--- src/rtl/pwm_pkg.sv ---
`timescale 1ns/1ps
package pwm_pkg;
  typedef enum logic {TB_T1 = 1'b0, TB_T2 = 1'b1} tb_sel_e;
  localparam int unsigned CTRL_ADDR = 0;
endpackage

--- src/rtl/pwm_regfile.sv ---
`timescale 1ns/1ps
module pwm_regfile
  import pwm_pkg::*;
#(
  parameter int NCH    = 2,
  parameter int CNT_W  = 8,
  parameter int FRAC_W = 2,
  parameter int ADDR_W = 3,
  localparam int DUTY_W = CNT_W + FRAC_W
) (
  input  logic                         clk,
  input  logic                         rst_n,
  input  logic                         wr_en,
  input  logic [ADDR_W-1:0]            addr,
  input  logic [CNT_W-1:0]             data,
  output logic [NCH-1:0]               en,
  output logic [NCH-1:0][DUTY_W-1:0]   duty,
  output logic [NCH-1:0]               sel
);
  localparam logic [ADDR_W-1:0] A_CTRL = ADDR_W'(CTRL_ADDR);

  always_ff @(posedge clk or negedge rst_n) begin
    if (!rst_n)                      en <= '0;
    else if (wr_en && addr == A_CTRL) en <= data[NCH-1:0];
  end

  for (genvar c = 0; c < NCH; c++) begin : g_ch
    localparam logic [ADDR_W-1:0] A_HI = ADDR_W'(1 + 2*c);
    localparam logic [ADDR_W-1:0] A_LO = ADDR_W'(2 + 2*c);
    logic [CNT_W-1:0]  hi_q;
    logic [FRAC_W-1:0] lo_q;

    always_ff @(posedge clk or negedge rst_n) begin
      if (!rst_n) begin
        hi_q <= '0;
        lo_q <= '0;
      end else if (wr_en) begin
        if (addr == A_HI) hi_q <= data;
        if (addr == A_LO) lo_q <= data[CNT_W-1 -: FRAC_W];
      end
    end
    assign duty[c] = {hi_q, lo_q};

    if (c == 0) begin : g_fixed
      assign sel[c] = TB_T1;
    end else begin : g_sel
      logic sel_q;
      always_ff @(posedge clk or negedge rst_n) begin
        if (!rst_n)                     sel_q <= TB_T1;
        else if (wr_en && addr == A_LO) sel_q <= data[0];
      end
      assign sel[c] = sel_q;
    end
  end
endmodule

--- src/rtl/pwm_phase.sv ---
`timescale 1ns/1ps
module pwm_phase #(
  parameter int CNT_W  = 8,
  parameter int FRAC_W = 2,
  localparam int XW = CNT_W + FRAC_W
) (
  input  logic             clk,
  input  logic             rst_n,
  input  logic [CNT_W-1:0] cnt,
  input  logic             wrap,
  input  logic             ext,
  output logic [XW-1:0]    xcnt
);
  logic [FRAC_W-1:0] ph_q, ph_eff;

  always_ff @(posedge clk or negedge rst_n) begin
    if (!rst_n)    ph_q <= '0;
    else if (wrap) ph_q <= FRAC_W'(1);
    else           ph_q <= ph_q + 1'b1;
  end

  always_comb begin
    ph_eff = ph_q;
    if (wrap || ext) ph_eff = '0;
  end

  assign xcnt = {cnt, ph_eff};
endmodule

--- src/rtl/pwm_channel.sv ---
`timescale 1ns/1ps
module pwm_channel
  import pwm_pkg::*;
#(
  parameter int CNT_W  = 8,
  parameter int FRAC_W = 2,
  localparam int DUTY_W = CNT_W + FRAC_W
) (
  input  logic              clk,
  input  logic              rst_n,
  input  logic              en,
  input  logic [DUTY_W-1:0] duty,
  input  logic              sel,
  input  logic [DUTY_W-1:0] xcnt_a,
  input  logic              wrap_a,
  input  logic              ext_a,
  input  logic [DUTY_W-1:0] xcnt_b,
  input  logic              wrap_b,
  input  logic              ext_b,
  output logic              pwm
);
  logic [DUTY_W-1:0] xcnt, duty_next, act_q;
  logic              wrap, ext;

  always_comb begin
    if (sel == TB_T2) begin
      xcnt = xcnt_b; wrap = wrap_b; ext = ext_b;
    end else begin
      xcnt = xcnt_a; wrap = wrap_a; ext = ext_a;
    end
    duty_next = duty;
    if (ext) duty_next = {duty[DUTY_W-1:FRAC_W], {FRAC_W{1'b0}}};
  end

  always_ff @(posedge clk or negedge rst_n) begin
    if (!rst_n) begin
      act_q <= '0;
      pwm   <= 1'b0;
    end else begin
      if (wrap) act_q <= duty_next;
      if (!en)               pwm <= 1'b0;
      else if (wrap)         pwm <= (duty_next != '0);
      else if (xcnt == act_q) pwm <= 1'b0;
    end
  end
endmodule

--- src/rtl/pwm_dual.sv ---
`timescale 1ns/1ps
module pwm_dual
  import pwm_pkg::*;
#(
  parameter int NCH    = 2,
  parameter int CNT_W  = 8,
  parameter int FRAC_W = 2,
  localparam int ADDR_W = $clog2(2*NCH + 1),
  localparam int DUTY_W = CNT_W + FRAC_W
) (
  input  logic              clk,
  input  logic              rst_n,
  input  logic              cfg_valid,
  output logic              cfg_ready,
  input  logic [ADDR_W-1:0] cfg_addr,
  input  logic [CNT_W-1:0]  cfg_data,
  input  logic [CNT_W-1:0]  tmr1_cnt,
  input  logic              tmr1_wrap,
  input  logic              tmr1_ext,
  input  logic [CNT_W-1:0]  tmr2_cnt,
  input  logic              tmr2_wrap,
  input  logic              tmr2_ext,
  output logic [NCH-1:0]    pwm_out
);
  logic [NCH-1:0]             en, sel;
  logic [NCH-1:0][DUTY_W-1:0] duty;
  logic [DUTY_W-1:0]          x1, x2;

  assign cfg_ready = 1'b1;

  pwm_regfile #(.NCH(NCH), .CNT_W(CNT_W), .FRAC_W(FRAC_W), .ADDR_W(ADDR_W)) u_regs (
    .clk(clk), .rst_n(rst_n), .wr_en(cfg_valid && cfg_ready), .addr(cfg_addr),
    .data(cfg_data), .en(en), .duty(duty), .sel(sel)
  );

  pwm_phase #(.CNT_W(CNT_W), .FRAC_W(FRAC_W)) u_ph1 (
    .clk(clk), .rst_n(rst_n), .cnt(tmr1_cnt), .wrap(tmr1_wrap), .ext(tmr1_ext), .xcnt(x1)
  );
  pwm_phase #(.CNT_W(CNT_W), .FRAC_W(FRAC_W)) u_ph2 (
    .clk(clk), .rst_n(rst_n), .cnt(tmr2_cnt), .wrap(tmr2_wrap), .ext(tmr2_ext), .xcnt(x2)
  );

  for (genvar c = 0; c < NCH; c++) begin : g_chan
    pwm_channel #(.CNT_W(CNT_W), .FRAC_W(FRAC_W)) u_ch (
      .clk(clk), .rst_n(rst_n), .en(en[c]), .duty(duty[c]), .sel(sel[c]),
      .xcnt_a(x1), .wrap_a(tmr1_wrap), .ext_a(tmr1_ext),
      .xcnt_b(x2), .wrap_b(tmr2_wrap), .ext_b(tmr2_ext),
      .pwm(pwm_out[c])
    );
  end
endmodule

--- config.mk ---
export PLATFORM = sky130hd
export DESIGN_NAME = pwm_dual
export DESIGN_NICKNAME = d
export VERILOG_FILES = /design/src/rtl/pwm_pkg.sv /design/src/rtl/pwm_regfile.sv /design/src/rtl/pwm_phase.sv /design/src/rtl/pwm_channel.sv /design/src/rtl/pwm_dual.sv
export SDC_FILE = /design/constraint.sdc
export NUM_CORES = 1
export LEC_CHECK = 0
export BUFFER_PORTS_ARGS = -buffer_cell sky130_fd_sc_hd__buf_4
export CORE_ASPECT_RATIO = 0.7
export CORE_MARGIN = 2
export CORE_UTILIZATION = 60
export DETAILED_ROUTE_END_ITERATION = 12
export PLACE_DENSITY = 0.83
export RECOVER_POWER = 25
export SLEW_MARGIN = 25
export SYNTH_ARGS = -nofsm -noshare
export SYNTH_HDL_FRONTEND = slang
export SYNTH_HIERARCHICAL = 1
export SYNTH_SLANG_ARGS = --single-unit
--- constraint.sdc ---
create_clock -name clk -period 2.7 [get_ports clk]
set_input_delay 0.81 -clock clk [delete_from_list [all_inputs] [get_ports clk]]
set_output_delay 0.81 -clock clk [all_outputs]
set_load 0.1 [all_outputs]
# --- After elaboration in Yosys (flattened, before gate mapping) ---
# Index checks and enable logic that the tools add are counted.
word_totals:
  register_bits: 49
  in_bits: 34
  output_inout_bits: 3
  wordCells: 48
classes:
  n_addsub: 2
  n_eq_ne: 8
  n_mux: 15
  reduce_logical: 11
op_table:
  columns: ["operator", "n"]
  rows:
  - ["== test 10 bit", 2]
  - ["nonzero test 10 bit", 2]
  - ["two-way mux 2 bit", 6]
  - ["two-way mux 10 bit", 1]
  - ["two-way mux 1 bit", 8]
  - ["AND reduction 2 bit", 4]
  - ["== test 3 x 2 -> 1 bit (second input constant)", 2]
  - ["adder 2 x 1 -> 2 bit (second input constant)", 2]
  - ["== test 3 x 1 -> 1 bit (second input constant)", 1]
  - ["== test 3 bit (second input constant)", 1]
  - ["logical NOT 3 bit", 1]
  - ["!= test 3 x 1 -> 1 bit (second input constant)", 1]
  - ["!= test 3 x 2 -> 1 bit (second input constant)", 1]
  - ["logical AND 1 bit", 2]
  - ["logical OR 1 bit", 2]

# --- Longest topological paths before layout ---
logic_depth:
  depth_word: 7
  mapped_depth: 6
  depth_no_buf: 5

# --- By module ---
# The synthesis kept the hierarchy.
modules_own_cells:
  columns: ["module", "instances", "cells_each", "area_per_inst_um2", "seq_area_each_um2"]
  rows:
  - ["pwm_channel", 2, 73, 679.4, 275.3]
  - ["pwm_regfile", 1, 55, 970.9, 575.6]
  - ["pwm_phase", 2, 15, 148.9, 50.0]
  - ["pwm_dual", 1, 2, 11.3, 0.0]

# --- Worst setup path after synthesis ---
# OpenSTA, ideal clock, no wires.
synth_path:
  path_kind: "input-to-reg"
  start: "in tmr2_wrap"
  end: "reg g_chan[1].u_ch.pwm"
  setup_ns: 0.133
  t_arrival_ns: 1.630
  required_time_ns: 2.567
  setup_slack_ns: 0.937
  cell_stages: 5
  path_buffers: 0
  path_cell_list: "nor3b_1 -> mux2i_1 -> xnor2_1 -> nor4_1 -> a31oi_1"
synth_via:
  elab_chain_len: 5
  elab_cells_between_ends: 8
  cone_classes: "eq/ne: 2; mux: 5; reduce/logical: 1"
synth_lines:
  columns: ["element", "line_no", "source"]
  rows:
  - ["start, declared", "pwm_dual.sv:21", "input logic tmr2_wrap,"]
  - ["logical OR 1 bit", "pwm_phase.sv:24", "if (wrap || ext) ph_eff = '0;"]
  - ["two-way mux 2 bit", "pwm_phase.sv:24", null]
  - ["two-way mux 10 bit", "pwm_channel.sv:26", "if (sel == TB_T2) begin"]
  - ["== test 10 bit", "pwm_channel.sv:43", "else if (xcnt == act_q) pwm <= 1'b0;"]
  - ["!= test 3 x 1 -> 1 bit (no line)", null, null]
  - ["end signal, assigned", "pwm_channel.sv:42", "else if (wrap) pwm <= (duty_next != '0);"]
  - ["end, declared", "pwm_channel.sv:20", "output logic pwm"]
# Several ways; a longest one is shown, not always the timed one.
# A chain may end at the register's enable or synchronous reset.

# --- Final worst setup path ---
layout_path:
  start: "reg u_regs.g_ch[1].g_sel.sel_q"
  end: "reg g_chan[1].u_ch.pwm"
layout_via:
  elab_chain_len: 5
  elab_cells_between_ends: 9
  cone_classes: "eq/ne: 2; mux: 6; reduce/logical: 1"
layout_lines:
  columns: ["element", "line_no", "source"]
  rows:
  - ["start, declared", "pwm_regfile.sv:47", "logic sel_q;"]
  - ["start signal, assigned", "pwm_regfile.sv:50", "else if (wr_en && addr == A_LO) sel_q <= data[0];"]
  - ["two-way mux 1 bit", "pwm_channel.sv:26", null]
  - ["two-way mux 2 bit", "pwm_channel.sv:32", "if (ext) duty_next = {duty[DUTY_W-1:FRAC_W], {FRAC_W{1'b0}}};"]
  - ["nonzero test 10 bit", "pwm_channel.sv:42", null]
  - ["two-way mux 1 bit", "pwm_channel.sv:42", null]
  - ["two-way mux 1 bit", "pwm_channel.sv:41", "if (!en) pwm <= 1'b0;"]
# Several ways; a longest one is shown, not always the timed one.

==> impl_metrics.env <==
export IMPL_status="completed"
export IMPL_core_area_um2=4280
export IMPL_root_buffer="clkbuf_8"
export IMPL_num_io_pins=37
export IMPL_chipWidth_um=83.3
export IMPL_power_density_nw_per_um2=706
export IMPL_grt_overflow_total=0
export IMPL_clkSinkCount=49
export IMPL_maxSlewViolCount=0
export IMPL_hold_path_startpoint="u_ph2/ph_q[0]"
export IMPL_routed_wl_mm=4.91
export IMPL_total_power_mw=2.04
export IMPL_crit_path_start="u_regs/g_ch[1].g_sel.sel_q"
export IMPL_skew_ns=0.00749
export IMPL_rows=20
export IMPL_setup_viol=0
export IMPL_n_antenna_cell=0
export IMPL_syn_avg_cell_area_um2=11.3
export IMPL_hold_path_class="flop to flop"
export IMPL_seq_area_frac_synth_pct=46.5
export IMPL_finalNonFillerCells=309
export IMPL_netlist_cell_type_count=24
export IMPL_synth_net_count=267
export IMPL_grt_use_total_pct=22.5
export IMPL_worstPathArrival_ns=2.10
export IMPL_final_cell_mix="49 x dfrtp_1, 48 x nand2_1, 34 x buf_4"
export IMPL_n_fill_cell=341
export IMPL_drc=0
export IMPL_cp_start_kind="flop"
export IMPL_drive_above_1_share_pct=23.2
export IMPL_postCtsSetupRepairBufs=0
export IMPL_fin_nets=287
export IMPL_fmax_mhz=520
export IMPL_portBuffers=35
export IMPL_initialDrtViolationCount=75
export IMPL_clk_path_buf_depth=2
export IMPL_cts_buffers=5
export IMPL_max_slew_margin_pct=20.9
export IMPL_hold_viol_final=0
export IMPL_die_area_um2=4950
export IMPL_grt_max_degree=50
export IMPL_crit_path_end_kind="flop"
export IMPL_whs_ns=0.489
export IMPL_area_delta_synth_final_pct=9.34
export IMPL_routedWlPerCell_um=15.9
export IMPL_grt_pass1_wl_mm=8.26
export IMPL_timing_rr_start="u_regs/g_ch[1].g_sel.sel_q"
export IMPL_final_common_cell="dfrtp_1"
export IMPL_fin_crit_sh_pct=71.2
export IMPL_synthCells=233
export IMPL_min_path_cells=1
export IMPL_crit_fanout=13
export IMPL_rr_worst_depth=4
export IMPL_antenna_found_initial=0
export IMPL_design_area_um2=2890
export IMPL_dp_cells=301
export IMPL_start_util_pct=61.7
export IMPL_vias_per_cell=5.43
export IMPL_max_cap_violations=0
export IMPL_ys_warn_count=6
export IMPL_tightest_slew_ns=1.19
export IMPL_ant_nets=0
export IMPL_crit_type="flop to flop"
export IMPL_hpwlAfterDp_mm=3.75
export IMPL_place_congestion=0.818
export IMPL_p_leak_nw=1.37
export IMPL_clkTransAtPathRegs_ns=0.09
export IMPL_cp_required_ns=2.88
export IMPL_rsz0062_at_grt="false"
export IMPL_grt_pass1_vias=1648
export IMPL_period_minus_slack_ns=1.92
export IMPL_place_area_um2=2800
export IMPL_cts_tree="done"
export IMPL_dr_pass1_iters=4
export IMPL_multi_input_area_um2=1220
export IMPL_holdBufCountCts=0
export IMPL_die_y_um=59.5
export IMPL_cts_resized=0
export IMPL_ys_seq_elements=49
export IMPL_seqCellArea_um2=1230
export IMPL_setup_tns_ns=0
export IMPL_synth_area_um2=2640
export IMPL_clk_latency_ns=0.30
export IMPL_vdd_drop_max_uv=328
export IMPL_num_vias=1679
export IMPL_htreeDepth=2
sequential cells by signal, summed over array words and instances (netlist names):
| name | flops |
|---|---|
| u_ph2/ph_q | 2 |
| u_regs/g_ch.hi_q | 16 |
| g_chan.u_ch/act_q | 20 |
| u_regs/g_ch.lo_q | 4 |
| u_ph1/ph_q | 2 |
| u_regs/g_ch.g_sel.sel_q | 1 |
| g_chan.u_ch/pwm | 2 |
| u_regs/en | 2 |
report_power, final:
part / internal (mW) / switching, mW
sequential: 0.898 / 0.162
clock: 0.208 / 0.243
combinational: 0.274 / 0.254
through the flow:
| stage | utilization, % | worst slack, ns |
|---|---|---|
| detailed placement | 65.4 | 0.596 |
| global placement | 65.4 | 0.628 |
| global route | 67.4 | 0.623 |
| floorplan | - | 0.937 |
| CTS | 67.7 | 0.749 |
| finish | 67.4 | 0.776 |
critical path, cell delays in order, from the launching register on:
cell and delay [ns]:
dfrtp_1 0.80, mux2i_1 0.35, xnor2_1 0.10, nor4_1 0.41
a31oi_1 0.14
path summary, 6_finish.rpt:
check	endpoint	slack [ns]
setup reg to reg	g_chan[1].u_ch/pwm	0.78
setup / recovery	g_chan[1].u_ch/pwm	0.78
hold reg to reg	u_ph2/ph_q[0]	0.49
max in group asynchronous	g_chan[1].u_ch/act_q[9]	1.24
min in group asynchronous	u_regs/g_ch[1].lo_q[1]	0.74
hold / removal	u_ph2/ph_q[0]	0.49
cells by family (layout without fill, tap and decap cells):
family                 count (synthesis)  in the layout  share of synthesized area [%]
AND/OR/NAND/NOR                       75             75                           14.9
flip-flops                            49             49                           46.5
multiplexers                          47             47                           20.2
buffers and inverters                 26             47                           7.35
XOR/XNOR                              22             22                           7.30
AO/OA/AOI/OAI                         12             12                           3.51
other                                  2              2                          0.285
area by class of cell:
type / count / share of cell area [%]
clock inverter: 2 / 0.477
timing repair buffer: 37 / 9.28
multi-input combinational: 158 / 42.2
sequential: 49 / 42.5
clock buffer: 6 / 2.86
tap: 55 / 2.39
inverter: 2 / 0.260
routing by layer:
layer	track usage (%)	up-vias	routed length, µm
li1	-	825	-
met1	32.8	807	2400
met2	33.3	42	2140
met3	5.71	5	299
met4	7.03	0	65
met5	0	-	0
synthesized netlist by cell type:
| library cell | n | area, µm² |
|---|---|---|
| mux2_4 | 8 | 120 |
| nor3b_1 | 2 | 15.0 |
| conb_1 | 2 | 7.51 |
| o211ai_1 | 4 | 30.0 |
| and4bb_1 | 3 | 37.5 |
| mux2i_1 | 22 | 220 |
| nor4_1 | 8 | 50.1 |
| dfrtp_1 | 49 | 1230 |
| a31oi_1 | 2 | 12.5 |
| a22o_1 | 4 | 35.0 |
| mux2_1 | 13 | 146 |
| nor4b_2 | 1 | 15.0 |
| a211oi_1 | 2 | 15.0 |
| nand2b_1 | 4 | 25.0 |
| mux2_2 | 4 | 45.0 |
| nand4b_4 | 1 | 23.8 |
| nor2_1 | 6 | 22.5 |
| nand2_1 | 48 | 180 |
| buf_6 | 3 | 33.8 |
| xnor2_1 | 22 | 193 |
| inv_1 | 2 | 7.51 |
| buf_2 | 2 | 10.0 |
| buf_4 | 19 | 143 |
| nor3b_2 | 2 | 25.0 |
Note: power is estimated with default switching activity, not from simulation.
